===== config.mk =====
export PLATFORM = sky130hd
export DESIGN_NAME = route_filter_combiner
export DESIGN_NICKNAME = d
export VERILOG_FILES = /design/src/rtl/route_filter_combiner.sv
export SDC_FILE = /design/constraint.sdc
export NUM_CORES = 1
export LEC_CHECK = 0
export BUFFER_PORTS_ARGS = -buffer_cell sky130_fd_sc_hd__buf_2
export CAP_MARGIN = 30
export CORE_ASPECT_RATIO = 1.25
export CORE_MARGIN = 5
export CORE_UTILIZATION = 30
export DETAILED_ROUTE_END_ITERATION = 10
export PLACE_DENSITY = 0.52
export SYNTH_ARGS = -nofsm -noshare
export SYNTH_HDL_FRONTEND = slang
export SYNTH_SLANG_ARGS = --single-unit

===== constraint.sdc =====
create_clock -name clk -period 2.7 [get_ports clk]
set_input_delay 0.405 -clock clk [delete_from_list [all_inputs] [get_ports clk]]
set_output_delay 0.405 -clock clk [all_outputs]
set_load 0.02 [all_outputs]

===== src/rtl/route_filter_combiner.sv =====
module route_filter_combiner #(
  parameter int PRI_W  = 8,
  parameter int PORT_W = 4,
  parameter int QID_W  = 17,
  parameter int NH_W   = 48
) (
  input  logic              clk,
  input  logic              rst_n,
  input  logic              in_valid,
  output logic              in_ready,
  input  logic              rt_done,
  input  logic              rt_hit,
  input  logic [PRI_W-1:0]  rt_pri,
  input  logic [PORT_W-1:0] rt_port,
  input  logic [QID_W-1:0]  rt_qid,
  input  logic [NH_W-1:0]   rt_nh,
  input  logic [2:0]        rt_vld,
  input  logic              pf_done,
  input  logic              pf_hit,
  input  logic [PRI_W-1:0]  pf_pri,
  input  logic [PORT_W-1:0] pf_port,
  input  logic [QID_W-1:0]  pf_qid,
  input  logic [NH_W-1:0]   pf_nh,
  input  logic [2:0]        pf_vld,
  input  logic              ax_done,
  input  logic              ax_hit,
  input  logic [NH_W-1:0]   ax_nh,
  input  logic [2:0]        ax_vld,
  output logic              out_valid,
  input  logic              out_ready,
  output logic [1:0]        out_act,
  output logic              out_err,
  output logic [PORT_W-1:0] out_port,
  output logic [QID_W-1:0]  out_qid,
  output logic [NH_W-1:0]   out_nh,
  output logic [NH_W-1:0]   out_mac,
  output logic              out_mac_ok
);
  localparam logic [1:0] ACT_DROP = 2'd0, ACT_QUEUE = 2'd1, ACT_MCAST = 2'd2, ACT_CP = 2'd3;

  logic all_done, fire, use_pf, any_hit, multi, aux_mac;
  logic [2:0] w_vld;
  logic [1:0] n_act;
  logic n_err, n_mac_ok;
  logic [NH_W-1:0] w_nh, n_mac;

  assign all_done = rt_done & pf_done & ax_done;
  assign in_ready = all_done & (~out_valid | out_ready);
  assign fire     = in_valid & in_ready;

  assign use_pf  = pf_hit & (~rt_hit | (pf_pri > rt_pri));
  assign any_hit = rt_hit | pf_hit;
  assign w_vld   = use_pf ? pf_vld : rt_vld;
  assign w_nh    = use_pf ? pf_nh  : rt_nh;
  assign multi   = (w_vld & (w_vld - 3'd1)) != 3'd0;
  assign aux_mac = ax_hit & ax_vld[1];

  always_comb begin
    n_act = ACT_CP;
    n_err = 1'b0;
    n_mac = '0;
    n_mac_ok = 1'b0;
    if (!any_hit) begin
      n_act = ACT_DROP;
    end else if (multi) begin
      n_err = 1'b1;
    end else if (w_vld[2]) begin
      n_act = ACT_MCAST;
      if (aux_mac) begin
        n_mac = ax_nh;
        n_mac_ok = 1'b1;
      end
    end else if (w_vld[1]) begin
      n_act = ACT_QUEUE;
      n_mac = w_nh;
      n_mac_ok = 1'b1;
    end
  end

  always_ff @(posedge clk) begin
    if (!rst_n) begin
      out_valid  <= 1'b0;
      out_act    <= ACT_DROP;
      out_err    <= 1'b0;
      out_port   <= '0;
      out_qid    <= '0;
      out_nh     <= '0;
      out_mac    <= '0;
      out_mac_ok <= 1'b0;
    end else begin
      if (fire) begin
        out_valid  <= 1'b1;
        out_act    <= n_act;
        out_err    <= n_err;
        out_port   <= use_pf ? pf_port : rt_port;
        out_qid    <= use_pf ? pf_qid : rt_qid;
        out_nh     <= w_nh;
        out_mac    <= n_mac;
        out_mac_ok <= n_mac_ok;
      end else if (out_ready) begin
        out_valid <= 1'b0;
      end
    end
  end
endmodule



==> results.sh <==
export IMPL_status="finished, final reports clean"
export IMPL_cts_sinks=122
export IMPL_portBuffers=341
export IMPL_power_frac_clock_pct=44.9
export IMPL_timing_final_hold_violations=0
export IMPL_pwr_share_seq_pct=37.5
export IMPL_yosys_warnings=0
export IMPL_drc_errors=0
export IMPL_post_cts_buffers=0
export IMPL_critPathKind="in2reg"
export IMPL_grt_usage_pct=21.4
export IMPL_synth_async_reset_ratio_pct=0
export IMPL_critPathRequiredTime_ns=3.04
export IMPL_antenna_left=0
export IMPL_grt_pass1_vias=7881
export IMPL_drtIter0Drc=482
export IMPL_setup_viol=0
export IMPL_syn_area_per_cell_sq_um=7.65
export IMPL_fin_cells=1492
export IMPL_irDropWorstVdd_mv=0.399
export IMPL_placed_cell_area_sq_um=8920
export IMPL_start_util_pct=30.3
export IMPL_seq_area_sq_um=2440
export IMPL_setup_tns_ns=0
export IMPL_synth_distinct_cells=33
export IMPL_row_count=62
export IMPL_cts_clk_slew_worst_paths_ns=0.06
export IMPL_synth_seq_cells=122
export IMPL_hp_class="in2reg"
export IMPL_clkLatencyLatePin_ns=0.42
export IMPL_critical_path_arrival_ns=2.64
export IMPL_switching_share_pct=29.0
export IMPL_post_cts_resized=0
export IMPL_synth_edf_count=0
export IMPL_worst_slew_pin_slew_ns=0.619
export IMPL_drive_gt1_share_pct=37.8
export IMPL_areaGrowthSynthToFinish_pct=36.8
export IMPL_netlist_top_cells_area="dfxtp_1 35%, a32oi_1 12%, nand2_1 10%"
export IMPL_syn_cell_area_sq_um=6940
export IMPL_wl_mm=29.2
export IMPL_wl_per_cell_um=19.6
export IMPL_total_power_mw=4.95
export IMPL_p_sw_mw=1.43
export IMPL_final_net_count=1415
export IMPL_fillCellCount=2417
export IMPL_synth_main_ff_cell="dfxtp_1"
export IMPL_power_density_nw_per_um2=522
export IMPL_antenna_found_initial=8
export IMPL_ios=344
export IMPL_dr_pass1_iters=5
export IMPL_drv_cap=0
export IMPL_die_h_um=180
export IMPL_synth_top_area_share_pct=35.2
export IMPL_clk_path_buf_depth=2
export IMPL_multiInputGateArea_sq_um=4060
export IMPL_yosysSeqAreaShare_pct=35.2
export IMPL_p_comb_share_pct=17.6
export IMPL_slew_headroom_pct=58.8
export IMPL_dp_cells=1455
export IMPL_crit_fanout=57
export IMPL_leakage_nw=3.92
export IMPL_finalCriticalPeriod_ns=2.29
export IMPL_synth_most_common_cell="nand2_1"
export IMPL_post_route_util_pct=41.5
export IMPL_mappedNetlistNets=1136
export IMPL_fin_skew_ns=0.00769
export IMPL_synth_top_cell_by_area="dfxtp_1"
export IMPL_fmax_mhz=436
export IMPL_dieArea_sq_um=26300
export IMPL_die_w_um=146
export IMPL_vias_per_cell=5.47
export IMPL_worst_setup_path_start_kind="input port"
export IMPL_end_kind="flop"
export IMPL_via_count=8166
export IMPL_design_area_sq_um=9490
export IMPL_finalCritPeriodShare_pct=84.9
export IMPL_p_int_mw=3.52
export IMPL_cts_hold_buf=0
export IMPL_rsz0062_at_grt="no"
export IMPL_cts_buffers=17
export IMPL_grt_max_degree=140
export IMPL_cts_tree="done"
export IMPL_syn_inst=907
export IMPL_place_gp_congestion=0.831
export IMPL_cts_htree_levels=4
export IMPL_core_area_sq_um=22900
export IMPL_grt_pass1_wl_mm=45.6
export IMPL_dp_hpwl_mm=20.4
export IMPL_drv_slew=0
export IMPL_synth_common_cells="194 x nand2_1, 145 x nand3_1, 122 x dfxtp_1, 96 x a32oi_1, 75 x clkbuf_1"
export IMPL_grt_overflow=0
export IMPL_cts_root_buf="clkbuf_16"
## through the flow
step / hold WS [ns] / setup WS (ns)
finish: 0.242 / 0.408
global route: 0.238 / 0.264
CTS: 0.222 / 0.444
detailed placement: 0.447 / 0.0174
global placement: 0.440 / 0.0315
floorplan: 0.536 / 0.456
## cells by family (layout without fill, tap and decap cells)
logic type               Yosys count  after routing  synth area share [%]
AND/OR/NAND/NOR                  358            358                  22.7
AO/OA/AOI/OAI                    250            250                  25.1
flip-flops                       122            122                  35.2
buffers and inverters            116            407                  7.10
multiplexers                      51             51                  8.24
adder cells (fa/ha/maj)           10             10                  1.73
other                              0              6                     0
## layer usage
layer	wire (um)	GRT usage (%)	vias up
met4	795	7.72	2
met2	14500	37.2	342
met5	13	0	-
met3	2130	5.58	37
met1	11800	25.5	3836
li1	-	-	3949
## flip-flops by register name (all words and copies together) (netlist names)
register    cells
out_port        4
out_valid       1
out_qid        17
out_err         1
out_act         2
out_nh         48
out_mac        48
out_mac_ok      1
## critical path, cell delays in order
cell	delay, ns
buf_2	0.12
ha_1	0.29
a21oi_1	0.06
o21ai_0	0.49
o31a_2	0.38
buf_12	0.30
mux2_2	0.37
a32oi_1	0.17
## placed cells by master (no fill, tap or decap), types with 3 or more instances in the layout
cell and count:
a21oi_1 3, buf_12 10, buf_2 341, diode_2 6, nand2_1 194, clkinvlp_4 3
o21ai_0 72, dfxtp_1 122, nand3_1 145, clkbuf_16 17, buf_4 15, a31oi_1 69
mux2_2 49, a32oi_1 96, inv_1 10, ha_1 8, clkinv_2 6
## worst paths after layout
check	startpoint	to	slack, ns	depth (start not counted)
worst min register to register	out_mac[45]$_SDFFE_PN0P_	out_mac[45]$_SDFFE_PN0P_	0.45	2
worst min-delay path	pf_qid[0]	out_qid[0]$_SDFFE_PN0P_	0.24	3
worst max-delay path	pf_pri[5]	out_mac[31]$_SDFFE_PN0P_	0.41	8
worst max register to register	out_valid$_SDFFE_PN0P_	out_act[1]$_SDFFE_PN0P_	1.09	5
## layout make-up
type / instances / area share, %
sequential: 122 / 25.7
timing repair buffer: 366 / 21.3
clock buffer: 18 / 4.52
tap: 288 / 3.80
clock inverter: 13 / 1.37
antenna: 6 / 0.158
inverter: 10 / 0.395
multi-input combinational: 669 / 42.8
## power groups by stage
stage | logic [mW] | clock network, mW | registers [mW]
3_5_place_dp | 0.876 | 0 | 1.90
6_report | 0.873 | 2.22 | 1.86
5_1_grt | 0.956 | 2.37 | 1.86
4_1_cts | 0.879 | 2.28 | 1.86
3_3_place_gp | 0.872 | 0 | 1.90
2_1_floorplan | 0.435 | 0 | 1.95
No activity file was read; power rests on OpenSTA's default activity.
